**src/rtl/mdio45_pkg.sv**
```systemverilog
package mdio45_pkg;
  localparam int PHY_AW     = 5;
  localparam int FRAME_LEN  = 64;
  localparam int PRE_LEN    = 32;
  localparam int TA_FIRST   = 46;
  localparam int DATA_FIRST = 48;
  localparam int IDX_W      = $clog2(FRAME_LEN);

  typedef enum logic [1:0] {
    OP_ADDR  = 2'b00,
    OP_WRITE = 2'b01,
    OP_READ  = 2'b11
  } frame_op_e;

  localparam logic [1:0] SEL_STAT = 2'd0;
  localparam logic [1:0] SEL_CMD  = 2'd1;
  localparam logic [1:0] SEL_REGN = 2'd2;
  localparam logic [1:0] SEL_DATA = 2'd3;
endpackage

```
**src/rtl/mdio45_clkgen.sv**
```systemverilog
module mdio45_clkgen #(
  parameter int DIV_W = 8
) (
  input  logic             clk,
  input  logic             rst_n,
  input  logic             run,
  input  logic [DIV_W-1:0] div,
  output logic             mdc,
  output logic             rise_stb,
  output logic             fall_stb
);
  logic [DIV_W-1:0] cnt_q, cnt_d, limit;
  logic             mdc_q, mdc_d, wrap;

  always_comb begin
    limit = (div == '0) ? '0 : div - DIV_W'(1);
    wrap  = run && (cnt_q == limit);
    if (!run)      cnt_d = '0;
    else if (wrap) cnt_d = '0;
    else           cnt_d = cnt_q + DIV_W'(1);
    if (!run)      mdc_d = 1'b0;
    else if (wrap) mdc_d = ~mdc_q;
    else           mdc_d = mdc_q;
  end

  always_ff @(posedge clk or negedge rst_n) begin
    if (!rst_n) begin
      cnt_q <= '0;
      mdc_q <= 1'b0;
    end else begin
      cnt_q <= cnt_d;
      mdc_q <= mdc_d;
    end
  end

  assign mdc      = mdc_q;
  assign rise_stb = wrap & ~mdc_q;
  assign fall_stb = wrap & mdc_q;
endmodule

```
**src/rtl/mdio45_frame.sv**
```systemverilog
module mdio45_frame
  import mdio45_pkg::*;
(
  input  logic              clk,
  input  logic              rst_n,
  input  logic              start,
  input  frame_op_e         op,
  input  logic [PHY_AW-1:0] port,
  input  logic [PHY_AW-1:0] dev,
  input  logic [15:0]       payload,
  input  logic              rise_stb,
  input  logic              fall_stb,
  input  logic              mdio_in,
  output logic              busy,
  output logic              mdio_out,
  output logic              mdio_oe,
  output logic              done,
  output logic              rd_err_set,
  output logic [15:0]       rd_data
);
  logic             active_q, active_d;
  logic [IDX_W-1:0] idx_q, idx_d;
  logic [31:0]      sr_q, sr_d;
  logic [15:0]      rd_q, rd_d;
  frame_op_e        op_q, op_d;
  logic [1:0]       ta_bits;
  logic             is_read, last_bit;

  always_comb begin
    ta_bits    = (op == OP_READ) ? 2'b11 : 2'b10;
    is_read    = (op_q == OP_READ);
    last_bit   = (idx_q == IDX_W'(FRAME_LEN - 1));
    done       = active_q && fall_stb && last_bit;
    rd_err_set = active_q && rise_stb && is_read &&
                 (idx_q == IDX_W'(TA_FIRST + 1)) && mdio_in;

    active_d = active_q;
    idx_d    = idx_q;
    sr_d     = sr_q;
    rd_d     = rd_q;
    op_d     = op_q;
    if (start) begin
      active_d = 1'b1;
      idx_d    = '0;
      op_d     = op;
      sr_d     = {2'b00, op, port, dev, ta_bits, payload};
    end else if (active_q) begin
      if (rise_stb && is_read && (idx_q >= IDX_W'(DATA_FIRST)))
        rd_d = {rd_q[14:0], mdio_in};
      if (fall_stb) begin
        idx_d = idx_q + IDX_W'(1);
        if (idx_q >= IDX_W'(PRE_LEN)) sr_d = {sr_q[30:0], 1'b0};
        if (last_bit) active_d = 1'b0;
      end
    end
  end

  always_ff @(posedge clk or negedge rst_n) begin
    if (!rst_n) begin
      active_q <= 1'b0;
      idx_q    <= '0;
      sr_q     <= '0;
      rd_q     <= '0;
      op_q     <= OP_ADDR;
    end else begin
      active_q <= active_d;
      idx_q    <= idx_d;
      sr_q     <= sr_d;
      rd_q     <= rd_d;
      op_q     <= op_d;
    end
  end

  assign busy     = active_q;
  assign mdio_out = (idx_q < IDX_W'(PRE_LEN)) ? 1'b1 : sr_q[31];
  assign mdio_oe  = active_q && !(is_read && (idx_q >= IDX_W'(TA_FIRST)));
  assign rd_data  = rd_q;
endmodule

```
**src/rtl/mdio45_regs.sv**
```systemverilog
module mdio45_regs
  import mdio45_pkg::*;
#(
  parameter int DIV_W   = 8,
  parameter int DIV_RST = 100
) (
  input  logic              clk,
  input  logic              rst_n,
  input  logic              wr_en,
  input  logic [1:0]        sel,
  input  logic [31:0]       wdata,
  output logic [31:0]       rdata,
  input  logic              busy,
  input  logic              done,
  input  logic              rd_err_set,
  input  logic [15:0]       rd_data,
  output logic              start,
  output frame_op_e         op,
  output logic [PHY_AW-1:0] port,
  output logic [PHY_AW-1:0] dev,
  output logic [15:0]       payload,
  output logic [DIV_W-1:0]  div
);
  logic [DIV_W-1:0]  div_q, div_d;
  logic [PHY_AW-1:0] port_q, port_d, dev_q, dev_d;
  logic [15:0]       regn_q, regn_d, data_q, data_d;
  logic              data_pend_q, data_pend_d, rd_pend_q, rd_pend_d;
  logic              rd_err_q, rd_err_d;
  logic              acc, wr_stat, wr_cmd, go_addr, go_write, go_read;
  logic              unused_wdata_hi;

  assign unused_wdata_hi = ^wdata[31:16];

  always_comb begin
    acc      = wr_en && !busy;
    wr_stat  = acc && (sel == SEL_STAT);
    wr_cmd   = acc && (sel == SEL_CMD);
    go_addr  = acc && (sel == SEL_REGN);
    go_write = acc && (sel == SEL_DATA);
    go_read  = wr_cmd && wdata[15];
    start    = go_addr || go_write || go_read;
    op       = go_read ? OP_READ : (go_write ? OP_WRITE : OP_ADDR);
    port     = wr_cmd ? wdata[PHY_AW-1:0] : port_q;
    dev      = wr_cmd ? wdata[8 +: PHY_AW] : dev_q;
    payload  = wdata[15:0];

    div_d       = wr_stat ? wdata[8 +: DIV_W] : div_q;
    port_d      = port;
    dev_d       = dev;
    regn_d      = go_addr ? wdata[15:0] : regn_q;
    data_d      = data_q;
    data_pend_d = data_pend_q;
    rd_pend_d   = rd_pend_q;
    rd_err_d    = rd_err_q;
    if (go_write) data_d = wdata[15:0];
    else if (done && rd_pend_q) data_d = rd_data;
    if (go_write || go_read) data_pend_d = 1'b1;
    else if (done)           data_pend_d = 1'b0;
    if (go_read)   rd_pend_d = 1'b1;
    else if (done) rd_pend_d = 1'b0;
    if (start)           rd_err_d = 1'b0;
    else if (rd_err_set) rd_err_d = 1'b1;

    rdata = '0;
    case (sel)
      SEL_STAT: begin
        rdata[8 +: DIV_W] = div_q;
        rdata[1]          = rd_err_q;
        rdata[0]          = busy;
      end
      SEL_CMD: begin
        rdata[PHY_AW-1:0]  = port_q;
        rdata[8 +: PHY_AW] = dev_q;
      end
      SEL_REGN: rdata[15:0] = regn_q;
      default: begin
        rdata[31]   = data_pend_q;
        rdata[15:0] = data_q;
      end
    endcase
  end

  always_ff @(posedge clk or negedge rst_n) begin
    if (!rst_n) begin
      div_q       <= DIV_W'(DIV_RST);
      port_q      <= '0;
      dev_q       <= '0;
      regn_q      <= '0;
      data_q      <= '0;
      data_pend_q <= 1'b0;
      rd_pend_q   <= 1'b0;
      rd_err_q    <= 1'b0;
    end else begin
      div_q       <= div_d;
      port_q      <= port_d;
      dev_q       <= dev_d;
      regn_q      <= regn_d;
      data_q      <= data_d;
      data_pend_q <= data_pend_d;
      rd_pend_q   <= rd_pend_d;
      rd_err_q    <= rd_err_d;
    end
  end

  assign div = div_q;
endmodule

```
**src/rtl/mdio45_master.sv**
```systemverilog
module mdio45_master
  import mdio45_pkg::*;
#(
  parameter int DIV_W   = 8,
  parameter int DIV_RST = 100
) (
  input  logic        clk,
  input  logic        rst_n,
  input  logic        reg_wr,
  input  logic [1:0]  reg_sel,
  input  logic [31:0] reg_wdata,
  output logic [31:0] reg_rdata,
  output logic        mdc,
  output logic        mdio_out,
  output logic        mdio_oe,
  input  logic        mdio_in
);
  logic [1:0]        rst_sync_q;
  logic              rst_int_n;
  logic              frm_busy, frm_done, frm_err, frm_start;
  logic              rise_stb, fall_stb;
  frame_op_e         frm_op;
  logic [PHY_AW-1:0] frm_port, frm_dev;
  logic [15:0]       frm_payload, frm_rd;
  logic [DIV_W-1:0]  div;

  always_ff @(posedge clk or negedge rst_n) begin
    if (!rst_n) rst_sync_q <= 2'b00;
    else        rst_sync_q <= {rst_sync_q[0], 1'b1};
  end
  assign rst_int_n = rst_sync_q[1];

  mdio45_regs #(.DIV_W(DIV_W), .DIV_RST(DIV_RST)) u_regs (
    .clk(clk), .rst_n(rst_int_n), .wr_en(reg_wr), .sel(reg_sel),
    .wdata(reg_wdata), .rdata(reg_rdata), .busy(frm_busy),
    .done(frm_done), .rd_err_set(frm_err), .rd_data(frm_rd),
    .start(frm_start), .op(frm_op), .port(frm_port), .dev(frm_dev),
    .payload(frm_payload), .div(div)
  );

  mdio45_clkgen #(.DIV_W(DIV_W)) u_clk (
    .clk(clk), .rst_n(rst_int_n), .run(frm_busy), .div(div),
    .mdc(mdc), .rise_stb(rise_stb), .fall_stb(fall_stb)
  );

  mdio45_frame u_frm (
    .clk(clk), .rst_n(rst_int_n), .start(frm_start), .op(frm_op),
    .port(frm_port), .dev(frm_dev), .payload(frm_payload),
    .rise_stb(rise_stb), .fall_stb(fall_stb), .mdio_in(mdio_in),
    .busy(frm_busy), .mdio_out(mdio_out), .mdio_oe(mdio_oe),
    .done(frm_done), .rd_err_set(frm_err), .rd_data(frm_rd)
  );
endmodule

```
**config.mk**
```make
export PLATFORM = sky130hd
export DESIGN_NAME = mdio45_master
export DESIGN_NICKNAME = d
export VERILOG_FILES = /design/src/rtl/mdio45_pkg.sv /design/src/rtl/mdio45_clkgen.sv /design/src/rtl/mdio45_frame.sv /design/src/rtl/mdio45_regs.sv /design/src/rtl/mdio45_master.sv
export SDC_FILE = /design/constraint.sdc
export NUM_CORES = 1
export LEC_CHECK = 0
export BUFFER_PORTS_ARGS = -buffer_cell sky130_fd_sc_hd__buf_4
export CAP_MARGIN = 10
export CORE_UTILIZATION = 50
export CTS_CLUSTER_DIAMETER = 40
export DETAILED_ROUTE_END_ITERATION = 12
export PLACE_DENSITY = 0.74
export SYNTH_ARGS = -nofsm -noshare
export SYNTH_HDL_FRONTEND = slang
export SYNTH_HIERARCHICAL = 1
export SYNTH_SLANG_ARGS = --single-unit
```
**constraint.sdc**
```tcl
create_clock -name clk -period 4.75 [get_ports clk]
set_input_delay 0.2375 -clock clk [delete_from_list [all_inputs] [get_ports clk]]
set_output_delay 0.2375 -clock clk [all_outputs]
set_load 0.03 [all_outputs]
```
==> metrics <==
run status=finished, final reports clean; Die Wd=115 µm; Avg Vias per Cell=5.52; postcts setup bufs=0; CP max FO=16; Yosys cell types=63; Clock Latency Late Sink=0.41 ns; commonest non-fill, non-tap cell in the layout=dfrtp_1; Synth Instances=591; largest net degree at the start of global routing=76; via count=4331; worst clock skew=0.00886 ns; fin crit share=85.9%; Mapped Avg Cell Area=10.7 µm²; ys async rst share=100%; number of diodes=0; worst reg-to-reg path cell count=15; CP startpoint=u_regs/div[0]; DR WL/cell=16.6 µm; Hold Crit Endpoint=u_regs/regn_q[6]; Starting Density=52.1%; TritonRoute pass-1 iters=4; hold_sp=reg_wdata[6]; CTS max path bufs=2; Core Rows=40; R2R Path End=u_regs/data_q[8]; dominant synthesized flop cell=dfrtp_1; final number of hold-violating endpoints=0; DR iter-0 viols=263; port bufs=41; area grow syn2layout=12.8%; setup TNS=0 ns; CP Capture Type=flip-flop; Slew Viols, Final=0; Max-cap violations=0; Multi-input gate area=2880 µm²; worst min path class=input pin to flip-flop; GRT Overall Usage=22.1%; nets=646; Filler cells=981; I/O pin count=73; number of global-route vias before repair=4493; endpoints failing setup=0; share of cells above drive strength 1=25.5%; post-synth top area cell=dfrtp_1; Synth Register Bits=121; yosys synthesis warning count=6; startpoint class of the critical path=flip-flop; drt drc=0; PD cells=495 nW/µm²; first-pass GRT wire length=22000 µm; relative slew slack=30.9%; core box area=12200 µm²; Final Util=58.8%; reg2reg start=u_regs/div[0]; Req. time, crit path=5.02 ns; Num Clock Sinks=121; Slew @ Worst Pin=1.04 ns; Leak=3.40 nW; H-tree levels=4; CTS tree=built; routed wire length=13000 µm; unrepaired setup endpoints after global routing=false; register area share after synthesis=47.9%; VDD IR max=0.327 mV; die height=115 µm; dpl cells=752; Fmax achieved=245 MHz; Critical Path AT=4.35 ns; Finished Layout Cells=784; hold depth=2; grt ovf=0; DRT antenna net count=0; GP Congestion=0.833; Num CTS Buffers=17; clock tree root driver cell=clkbuf_16; die area=13100 µm²; crit path kind=flip-flop to flip-flop; Post-synth EDFFs=0; post-synth top area share=46.6%; commonest cells after routing, fill and taps aside=117 x dfrtp_1, 79 x a21oi_1, 53 x nand2_1; dominant cells by area after synthesis=dfrtp_1 47%, mux2_2 8.5%, a21oi_1 6.2%, buf_4 4.4%, mux2i_1 3.2%; CTS clk-pin slew, worst paths=0.05 ns; min Tclk post-route=4.08 ns; R2R Setup Slk=0.67 ns; area occupied by registers=3040 µm²; Final HPWL DP=8390 µm; synthesized cell area=6330 µm²; initial antenna violation count=0
==> synthesized netlist by cell type (all sizes together), types with 8 or more instances <==
master and n:
mux2i 20, clkbuf 18, inv 10, nand3 10, nor2 31, mux2 59
nand2 53, nor2b 31, dfrtp 118, or3 8, buf 51, nor3 10
o21ai 9, a21oi 79
==> logic make-up (layout without fill, tap and decap cells) <==
logic type	Yosys count	after routing	synth area share (%)
AND/OR/NAND/NOR	178	178	15.6
buffers and inverters	79	90	7.67
other	2	16	0.119
AO/OA/AOI/OAI	110	110	10.2
flip-flops	121	121	47.9
XOR/XNOR	11	11	1.52
multiplexers	86	86	16.2
adder cells (fa/ha/maj)	4	4	0.790
==> through the flow <==
stage	hold slack [ns]	cell area (µm²)	worst slack [ns]	power, mW
6_report	0.0749	7150	0.670	3.54
5_1_grt	0.0646	7150	0.391	3.72
4_1_cts	0.0622	7150	0.720	3.55
3_5_place_dp	0.0212	6520	0.738	2.21
3_3_place_gp	0.0194	6520	0.848	2.17
2_1_floorplan	-0.0581	6380	0.829	2.04
==> state kept, by name (all words and copies together) (netlist names) <==
name	count
u_regs/regn_q	16
u_regs/data_q	16
u_regs/rd_pend_q	1
u_clk/cnt_q	8
u_frm/sr_q	32
u_regs/rd_err_q	1
u_frm/busy	1
u_regs/data_pend_q	1
u_regs/port_q	5
rst_sync_q	2
u_regs/dev_q	5
u_clk/mdc	1
u_frm/rd_data	16
u_frm/idx_q	6
u_regs/div	8
u_frm/op_q	2
==> timing repair <==
action / CTS / global route
gates resized for setup: 0 / 0
hold endpoints to repair: 2 / 0
hold buffers: 1 / 0
==> critical path, cell delays in order (launching register included) <==
cell      delay, ns
dfrtp_1        0.50
inv_1          0.10
ha_1           0.31
or3b_1         0.52
nor4_4         0.32
or3_2          0.18
o211ai_1       0.11
or4_4          0.54
nor3_1         0.15
buf_4          0.17
nand3_1        0.10
nor3_1         0.30
nand2_1        0.09
buf_4          0.24
mux2i_1        0.20
a21oi_1        0.09
==> how the worst max path moves through the flow <==
stage                       end  slack [ns]  cells after the start
6_report       u_regs/data_q[8]        0.67                     15
5_1_grt        u_regs/data_q[8]        0.39                     15
4_1_cts        u_regs/data_q[8]        0.72                     15
3_5_place_dp   u_regs/data_q[8]        0.74                     15
3_3_place_gp   u_regs/data_q[3]        0.85                     15
2_1_floorplan  u_regs/data_q[3]        0.83                     16
==> metal layers <==
metal | vias up | wire, µm | track usage (%)
li1 | 2043 | - | -
met1 | 2158 | 5690 | 27.5
met2 | 112 | 6590 | 37.3
met3 | 18 | 515 | 5.66
met4 | 0 | 242 | 7.88
met5 | - | 0 | 0
==> where the power goes <==
group          switching (mW)  leakage (nW)  internal, mW  total, mW
registers               0.228          1.43          1.27       1.50
logic                   0.367          1.67         0.337      0.704
clock network           0.439         0.298         0.890       1.33
total                    1.04          3.40          2.50       3.54
==> final cells by class <==
type	instances	share of cell area, %
clock buffer	24	7.02
inverter	10	0.525
timing repair buffer	49	5.18
clock inverter	7	1.61
tap	168	2.94
sequential	121	42.5
multi-input combinational	405	40.2
(Power assumes the default switching activity.)
